==> src/rtl/wkt_pkg.sv <==
// Package: shared control-field type for the wakeup timer.
// Assumes the clock-select code is always three bits wide.
package wkt_pkg;
    localparam int SEL_W = 3;
    localparam logic [SEL_W-1:0] SEL_FASTEST = 3'b011;

    typedef struct packed {
        logic             enable;
        logic             irq_en;
        logic [SEL_W-1:0] clk_sel;
    } wkt_ctrl_t;
endpackage

==> src/rtl/wkt_prescaler.sv <==
// Module: wkt_prescaler
// Derives the counting tick. Codes with bit 2 clear pick a tap of a
// free-running counter: code c ticks once every 2**(DIV_W-c) cycles.
// Codes with bit 2 set pass sec_tick through.
// Assumes DIV_W >= 4 so that every two-bit code has its own tap.
module wkt_prescaler #(
    parameter int DIV_W = 4
) (
    input  logic       clk,
    input  logic       rst_n,
    input  logic [2:0] clk_sel,
    input  logic       sec_tick,
    output logic       tick
);
    logic [DIV_W-1:0] div_cnt;
    logic [3:0]       taps;

    // Free-running divider counter.
    always_ff @(posedge clk) begin
        if (!rst_n) div_cnt <= '0;
        else        div_cnt <= div_cnt + 1'b1;
    end

    // One tap per code: all low bits of the counter set.
    for (genvar k = 0; k < 4; k++) begin : g_tap
        assign taps[k] = &div_cnt[DIV_W-1-k:0];
    end

    // Pick the tap, or the slow tick for codes 1xx.
    always_comb begin
        tick = clk_sel[2] ? sec_tick : taps[clk_sel[1:0]];
    end
endmodule

==> src/rtl/wkt_counter.sv <==
// Module: wkt_counter
// Auto-reload down-counter. The first tick after enabling loads
// full-1 (or raises an expiry when full is 0). Each later tick
// decrements the count, and a tick at zero raises an expiry and
// reloads full. The busy state drives wr_ready.
// Assumes reload and clk_sel are stable while busy.
module wkt_counter #(
    parameter int RELOAD_W = 16
) (
    input  logic                clk,
    input  logic                rst_n,
    input  logic                enable,
    input  logic [2:0]          clk_sel,
    input  logic [RELOAD_W-1:0] reload,
    input  logic                tick,
    output logic                expire,
    output logic                wr_ready,
    output logic                cfg_fault
);
    import wkt_pkg::*;
    localparam int CNT_W = RELOAD_W + 1;

    logic [CNT_W-1:0] cnt;
    logic [CNT_W-1:0] full;
    logic             busy;
    logic             step;

    // Effective reload; the 17-bit mode borrows clk_sel[1] as the top bit.
    always_comb begin
        full      = {clk_sel[2] & clk_sel[1], reload};
        cfg_fault = enable && (clk_sel == SEL_FASTEST) && (reload == '0);
        step      = tick && !cfg_fault;
        expire    = step && enable &&
                    ((!busy && full == '0) || (busy && cnt == '0));
        wr_ready  = !busy;
    end

    // Busy follows enable, but only on a counting tick.
    always_ff @(posedge clk) begin
        if (!rst_n)    busy <= 1'b0;
        else if (step) busy <= enable;
    end

    // Load on the first tick, then count down and reload at zero.
    always_ff @(posedge clk) begin
        if (!rst_n) begin
            cnt <= '0;
        end else if (step && enable) begin
            if (!busy)           cnt <= (full == '0) ? '0 : full - 1'b1;
            else if (cnt == '0)  cnt <= full;
            else                 cnt <= cnt - 1'b1;
        end
    end

    AST_RELOAD_AFTER_EXPIRE: assert property (@(posedge clk) disable iff (!rst_n)
        expire |=> (cnt == $past(full)));
    AST_READY_FALLS_ON_TICK: assert property (@(posedge clk) disable iff (!rst_n)
        $rose(busy) |-> $past(tick));
    AST_FAULT_FREEZES: assert property (@(posedge clk) disable iff (!rst_n)
        cfg_fault |=> ($stable(cnt) && $stable(busy)));
endmodule

==> src/rtl/wkt_regs.sv <==
// Module: wkt_regs
// Holds the control fields, the guarded reload value and the sticky
// flag, and forms the interrupt.
// Assumes expire is a single-cycle pulse from the counter.
module wkt_regs #(
    parameter int RELOAD_W = 16
) (
    input  logic                 clk,
    input  logic                 rst_n,
    input  logic                 ctrl_we,
    input  wkt_pkg::wkt_ctrl_t   ctrl_wdata,
    input  logic                 reload_we,
    input  logic [RELOAD_W-1:0]  reload_wdata,
    input  logic                 flag_clr,
    input  logic                 expire,
    input  logic                 wr_ready,
    output wkt_pkg::wkt_ctrl_t   ctrl_q,
    output logic [RELOAD_W-1:0]  reload_q,
    output logic                 wake_flag,
    output logic                 wake_irq
);
    // Control fields, written whole.
    always_ff @(posedge clk) begin
        if (!rst_n)       ctrl_q <= '0;
        else if (ctrl_we) ctrl_q <= ctrl_wdata;
    end

    // Reload value; writes count only while ready.
    always_ff @(posedge clk) begin
        if (!rst_n)                     reload_q <= '1;
        else if (reload_we && wr_ready) reload_q <= reload_wdata;
    end

    // Sticky flag; a set wins over a clear.
    always_ff @(posedge clk) begin
        if (!rst_n)        wake_flag <= 1'b0;
        else if (expire)   wake_flag <= 1'b1;
        else if (flag_clr) wake_flag <= 1'b0;
    end

    // Interrupt gated by its enable.
    always_comb begin
        wake_irq = wake_flag & ctrl_q.irq_en;
    end

    AST_FLAG_STICKY: assert property (@(posedge clk) disable iff (!rst_n)
        (wake_flag && !flag_clr) |=> wake_flag);
    AST_RELOAD_LOCKED: assert property (@(posedge clk) disable iff (!rst_n)
        !wr_ready |=> $stable(reload_q));
endmodule

==> src/rtl/wakeup_timer.sv <==
// Module: wakeup_timer
// Top of the periodic wakeup timer: prescaler, counter and registers.
// Assumes sec_tick is a single-cycle pulse synchronous to clk.
module wakeup_timer #(
    parameter int RELOAD_W = 16,
    parameter int DIV_W    = 4
) (
    input  logic                clk,
    input  logic                rst_n,
    input  logic                sec_tick,
    input  logic                ctrl_we,
    input  logic                ctrl_enable,
    input  logic                ctrl_irq_en,
    input  logic [2:0]          ctrl_clk_sel,
    input  logic                reload_we,
    input  logic [RELOAD_W-1:0] reload_wdata,
    input  logic                flag_clr,
    output logic [RELOAD_W-1:0] reload_q,
    output logic                wr_ready,
    output logic                wake_flag,
    output logic                wake_irq,
    output logic                cfg_fault
);
    import wkt_pkg::*;

    wkt_ctrl_t ctrl_wdata;
    wkt_ctrl_t ctrl_q;
    logic      tick;
    logic      expire;

    // Pack the control write fields.
    always_comb begin
        ctrl_wdata = '{enable: ctrl_enable, irq_en: ctrl_irq_en, clk_sel: ctrl_clk_sel};
    end

    wkt_prescaler #(.DIV_W(DIV_W)) u_presc (
        .clk(clk), .rst_n(rst_n), .clk_sel(ctrl_q.clk_sel),
        .sec_tick(sec_tick), .tick(tick)
    );

    wkt_counter #(.RELOAD_W(RELOAD_W)) u_cnt (
        .clk(clk), .rst_n(rst_n), .enable(ctrl_q.enable),
        .clk_sel(ctrl_q.clk_sel), .reload(reload_q), .tick(tick),
        .expire(expire), .wr_ready(wr_ready), .cfg_fault(cfg_fault)
    );

    wkt_regs #(.RELOAD_W(RELOAD_W)) u_regs (
        .clk(clk), .rst_n(rst_n), .ctrl_we(ctrl_we), .ctrl_wdata(ctrl_wdata),
        .reload_we(reload_we), .reload_wdata(reload_wdata),
        .flag_clr(flag_clr), .expire(expire), .wr_ready(wr_ready),
        .ctrl_q(ctrl_q), .reload_q(reload_q),
        .wake_flag(wake_flag), .wake_irq(wake_irq)
    );
endmodule

==> config.mk <==
export PLATFORM = sky130hd
export DESIGN_NAME = wakeup_timer
export DESIGN_NICKNAME = d
export VERILOG_FILES = /design/src/rtl/wkt_pkg.sv /design/src/rtl/wkt_prescaler.sv /design/src/rtl/wkt_counter.sv /design/src/rtl/wkt_regs.sv /design/src/rtl/wakeup_timer.sv
export SDC_FILE = /design/constraint.sdc
export NUM_CORES = 1
export LEC_CHECK = 0
export ABC_CLOCK_PERIOD_IN_PS = 4500
export BUFFER_PORTS_ARGS = -buffer_cell sky130_fd_sc_hd__buf_4
export CORE_MARGIN = 10
export CORE_UTILIZATION = 55
export DETAILED_ROUTE_END_ITERATION = 12
export GPL_ROUTABILITY_DRIVEN = 0
export GPL_TIMING_DRIVEN = 0
export HOLD_SLACK_MARGIN = 0.05
export PLACE_DENSITY_LB_ADDON = 0.08
export SLEW_MARGIN = 25
export SYNTH_ARGS = -nofsm -noshare
export SYNTH_HDL_FRONTEND = slang
export SYNTH_SLANG_ARGS = --single-unit
export TNS_END_PERCENT = 100
==> constraint.sdc <==
create_clock -name clk -period 4.5 [get_ports clk]
set_clock_uncertainty 0.15 [all_clocks]
set_input_delay 0.225 -clock clk [delete_from_list [all_inputs] [get_ports clk]]
set_output_delay 0.225 -clock clk [all_outputs]
set_load 0.005 [all_outputs]
### After elaboration in Yosys (flattened, before gate mapping)

Index checks and enable logic that the tools add are counted.

* logic and storage cells: 41
* bits in registers: 44

* mux-type cells: 8
* reductions and logical operators: 18
* bitwise logic cells: 2
* $lt $le $gt $ge: 1
* add/sub/neg operators: 3
* equality and inequality tests: 1

Operators with widths (number)
* 17-bit two-way mux: 3
* 17-bit zero test: 2
* 17-bit by 1-bit subtractor with 17-bit output (second input constant): 2
* 16-bit zero test: 1
* 1-bit logical AND: 8
* 4-bit by 1-bit adder with 4-bit output (second input constant): 1
* 1-bit two-way mux: 4
* 4-bit AND reduction: 1
* 3-bit by 2-bit equality test with 1-bit output (second input constant): 1
* 2-bit by 3-bit less-than comparator with 1-bit output (second input constant): 1
* 3-bit AND reduction: 1
* 1-bit AND: 2
* 1-bit binary-select mux with 2-bit select: 1
* 1-bit zero test: 2
* 2-bit AND reduction: 1
* 2-bit nonzero test: 1
* 1-bit logical OR: 1

### Logic depth before layout (Yosys ltp)

* word-level depth: 8
* depth in mapped cells: 10

### Modules after synthesis

A second synthesis with hierarchy kept.

* cell total of the unflattened synthesis: 344
* area, all modules: 2880.3 sq um

By module, submodules not included
* wkt_counter: area each 1766.7 sq um, seq. area each 360.3 sq um, times used 1, cells each 234
* wkt_regs: area each 929.6 sq um, seq. area each 440.4 sq um, times used 1, cells each 93
* wkt_prescaler: area each 183.9 sq um, seq. area each 80.1 sq um, times used 1, cells each 17

### Worst setup path before layout

OpenSTA, ideal clock, no wires.

* kind: reg2reg
* from: register u_cnt.cnt[7]
* to: register u_cnt.cnt[13]
* cell stages (with the launch flop): 9
* arrival: 2.208 ns
* required time: 4.231 ns
* slack: 2.023 ns
* library setup time: 0.119 ns
* buffers on the path: 3
* cell sequence: dfxtp_1 > or4_1 > buf_6 > or4_4 > buf_6 > buf_6 > o21ai_0 > a21oi_1 > o221a_2

* longest elaborated chain between the ends: 3
* elaborated cells between the ends (all ways): 4

Ends and longest elaborated chain
* start: declaration: RTL line wkt_counter.sv:23 `logic [CNT_W-1:0] cnt;`
* start signal: assignment: RTL line wkt_counter.sv:49 `if (!busy) cnt <= (full == '0) ? '0 : full - 1'b1;`
* start signal: assignment: RTL line wkt_counter.sv:50 `else if (cnt == '0) cnt <= full;`
* start signal: assignment: RTL line wkt_counter.sv:51 `else cnt <= cnt - 1'b1;`
* 17-bit by 1-bit subtractor with 17-bit output / 17-bit zero test (equally long branches): RTL line wkt_counter.sv:51, wkt_counter.sv:50
* 17-bit two-way mux (*): RTL line wkt_counter.sv:50
* 17-bit two-way mux (*): RTL line wkt_counter.sv:49

Every way passes the cells marked *; elsewhere a longest branch is shown, timed or not.
A chain may end at the register's enable or synchronous reset.

### Final worst setup path

* from: register u_regs.reload_q[0]
* to: register u_cnt.cnt[14]

* longest elaborated chain between the ends: 5
* elaborated cells between the ends (all ways): 9

Ends and longest elaborated chain
* start: declaration: RTL line wkt_regs.sv:18 `output logic [RELOAD_W-1:0] reload_q,`
* start signal: assignment: RTL line wkt_regs.sv:31 `else if (reload_we && wr_ready) reload_q <= reload_wdata;`
* parallel branches: the longest is 5 deep, another holds 17-bit by 1-bit subtractor with 17-bit output

Several ways; the timed one is not identified.

==> load_flow_metrics.sql <==
INSERT INTO impl_metrics (metric_group, metric, value, unit) VALUES
('setup_path', 'crit_path_end_kind', 'register', ''),
('finish', 'multiInputGateArea', '0.001663', 'mm2'),
('timing', 'max_freq', '0.3339', 'GHz'),
('placed_design', 'port-buffer-count', '44', ''),
('route', 'detail_route.wirelength', '8442', 'um'),
('min_path', 'hold_path_class', 'in -> reg', ''),
('timing', 'layout_worst_path_cycle_share', '66.55', '%'),
('die', 'die_height', '90.55', 'um'),
('setup_path', 'crit_arrival', '3.06', 'ns'),
('finish', 'post-route-util', '73.15', '%'),
('setup_path', 'worst_path_most_repeated_cell', 'sky130_fd_sc_hd__clkbuf_1', ''),
('yosys', 'synthArstFlopShare', '0', '%'),
('placed_design', 'dpl_hpwl', '5902', 'um'),
('status', 'outcome', 'complete, no violations', ''),
('global_routing', 'antenna_violations_before_repair', '0', ''),
('yosys', 'synth.area.top_cells', 'sky130_fd_sc_hd__dfxtp_1 32%, sky130_fd_sc_hd__nand2_1 6.4%, sky130_fd_sc_hd__a311oi_1 3.5%', ''),
('setup_path', 'worst-endpoint-required', '4.56', 'ns'),
('route', 'drt.antenna.violating_nets', '0', ''),
('global_routing', 'pin_count_of_the_biggest_net_entering_global_routing', '14', ''),
('setup_path', 'cp_slowest_cell', 'sky130_fd_sc_hd__dfxtp_1', ''),
('yosys', 'syn_area', '0.002738', 'mm2'),
('timing', 'final.hold.worst_slack', '0.1550', 'ns'),
('yosys', 'synth_edf_count', '0', ''),
('die', 'die_area', '0.008199', 'mm2'),
('finish', 'area_delta_synth_final', '27.88', '%'),
('placed_design', 'dp.cells', '452', ''),
('timing', 'finalWorstPathRequiredPeriod', '2.995', 'ns'),
('setup_path', 'worst_setup_path_startpoint', 'u_regs.reload_q[0]', ''),
('timing', 'fin_tns_setup', '0', 'ns'),
('placed_design', 'detailed_place.area', '0.003152', 'mm2'),
('die', 'core-area', '0.004786', 'mm2'),
('timing', 'slew_violations', '0', ''),
('route', 'iteration_0_drc_count_of_the_detailed_router', '241', ''),
('setup_path', 'r2r_start', 'u_regs.reload_q[0]', ''),
('finish', 'antenna-diode-count', '0', ''),
('route', 'via_count', '2847', ''),
('yosys', 'post_synth_net_total', '374', ''),
('cts', 'clockRootBuffer', 'sky130_fd_sc_hd__clkbuf_8', ''),
('finish', 'finish.net_count', '447', ''),
('route', 'routed_via_density', '5.919', ''),
('route', 'routed_wire_length_per_instance', '17.55', 'um'),
('setup_path', 'setup.worst_path.class', 'reg -> reg', ''),
('timing', 'fin_ws', '1.505', 'ns'),
('cts', 'cts.path.max_buffers', '2', ''),
('yosys', 'synth_sequential_area_ratio', '32.18', '%'),
('pwr', 'p_leak', '1.434', 'nW'),
('timing', 'final_setup_violating_endpoints', '0', ''),
('min_path', 'holdCritStartpoint', 'rst_n', ''),
('yosys', 'ys_warn_count', '0', ''),
('yosys', 'yosys.area.top_type_share', '32.18', '%'),
('pwr', 'power-per-cell-area', '300.4', 'mW/mm2'),
('cts', 'clkTransAtPathRegs', '0.09', 'ns'),
('finish', 'finish.instance_area', '0.003501', 'mm2'),
('job', 'max_cap_violations', '0', ''),
('timing', 'relSlewSlack', '47.67', '%'),
('global_routing', 'grt-ovfl-total', '0', ''),
('setup_path', 'timing.critical_path.cells', 'inv_1 -> ha_1 -> nor4b_1 -> and4_1 -> a211oi_1 -> clkbuf_1 -> clkbuf_1 -> a21oi_1 -> a311oi_1', ''),
('cts', 'tritoncts_num_sinks', '44', ''),
('cts', 'cts_tree', 'done', ''),
('yosys', 'ys_seq_elements', '44', ''),
('route', 'drtPass1Iterations', '5', ''),
('setup_path', 'critical-path-max-stage-delay', '0.45', 'ns'),
('global_routing', 'via_count_of_the_first_global_routing_pass', '2726', ''),
('route', 'drt_drc_violations_left', '0', ''),
('finish', 'filler_cell_count', '369', ''),
('pwr', 'totalPowerFinal', '1.051', 'mW'),
('setup_path', 'cp-start-kind', 'register', ''),
('yosys', 'synth_flop_cell', 'sky130_fd_sc_hd__dfxtp_1', ''),
('cts', 'cts_inserted_buffers', '5', ''),
('global_routing', 'globalRouteTotalUtil', '20.06', '%'),
('placed_design', 'pre_cts_slack', '1.590', 'ns');
## critical path, delay by kind of cell (launching register included)
kind / cells / cell delay, ns
adders and majority gates: 1 / 0.23
AOI/OAI and AO/OA: 3 / 0.68
and+or+nand+nor: 2 / 0.40
buffers and inverters: 3 / 0.99
DFF: 1 / 0.45
## timing repair
item	CTS	global route
resized for setup	0	0
setup buffers	0	0
hold endpoints to repair	22	0
hold buffers	22	0
## cells in the final DEF, fill, tap and decap left out, types with 9 or more instances in the layout
master	count
sky130_fd_sc_hd__a21oi_1	19
sky130_fd_sc_hd__a311oi_1	11
sky130_fd_sc_hd__buf_4	45
sky130_fd_sc_hd__clkbuf_1	25
sky130_fd_sc_hd__dfxtp_1	44
sky130_fd_sc_hd__dlygate4sd3_1	22
sky130_fd_sc_hd__nand2_1	47
sky130_fd_sc_hd__nand3_1	18
sky130_fd_sc_hd__nor2_1	19
sky130_fd_sc_hd__nor3_1	10
sky130_fd_sc_hd__nor4_1	12
sky130_fd_sc_hd__o211ai_1	10
sky130_fd_sc_hd__xnor2_1	10
sky130_fd_sc_hd__xor2_1	9
## final cells by class
type / count / area share (%)
Tap cell: 67 / 2.395
Inverter: 7 / 0.7505
Multi-Input combinational cell: 257 / 47.50
Clock inverter: 2 / 1.716
Timing Repair Buffer: 66 / 15.73
Clock buffer: 5 / 1.966
Buffer: 33 / 4.789
Sequential cell: 44 / 25.16
## cells in the mapped netlist (all sizes together), types with 3 or more instances
library cell	count
xor2	9
o211ai	10
nor3	10
o31a	3
clkbuf	25
dfxtp	44
a211oi	5
mux2i	6
nor2b	3
a21o	3
nor2	19
o221a	3
nor4	12
nand2	47
a311oi	11
o21ai	7
nor4b	4
a21oi	19
nor3b	3
nand3	18
and2	6
inv	6
buf	8
ha	6
or4	6
xnor2	10
nand4	3
o31ai	3
## final timing paths
path                            cells after the start                 end  slack [ns]
worst max register to register                      9       u_cnt.cnt[14]        1.51
worst max-delay path                                9       u_cnt.cnt[14]        1.51
worst min register to register                      1  u_presc.div_cnt[0]        0.32
worst min-delay path                                3        u_cnt.cnt[0]        0.16
## sequential cells by signal (all words and copies together) (netlist names)
register	count
u_regs.wake_flag	1
u_cnt.cnt	17
u_cnt.busy	1
u_regs.ctrl_q	5
u_regs.reload_q	16
u_presc.div_cnt	4
## logic make-up after synthesis
logic type | after synthesis | share of synthesized area [%]
and+or+nand+nor | 142 | 26.78
xor gates and xnor gates | 19 | 6.079
muxes | 7 | 2.605
buffers and inverters | 40 | 7.084
AOI/OAI and AO/OA | 83 | 22.53
DFF | 44 | 32.18
adders and majority gates | 6 | 2.742
## metal layers
metal | part of all wire [%] | track usage, %
met1 | 43 | 24.98
met4 | 0.83 | 4.509
met5 | 0 | 0
met3 | 8.8 | 6.567
met2 | 47 | 32.63
## report_power, final
group	switching, mW	total [mW]	leakage [nW]	internal [mW]
sequential	0.0267	0.436	0.361	0.409
clock	0.140	0.358	0.0642	0.219
combinational	0.136	0.258	1.01	0.121
Note: power is estimated with default switching activity, not from simulation.
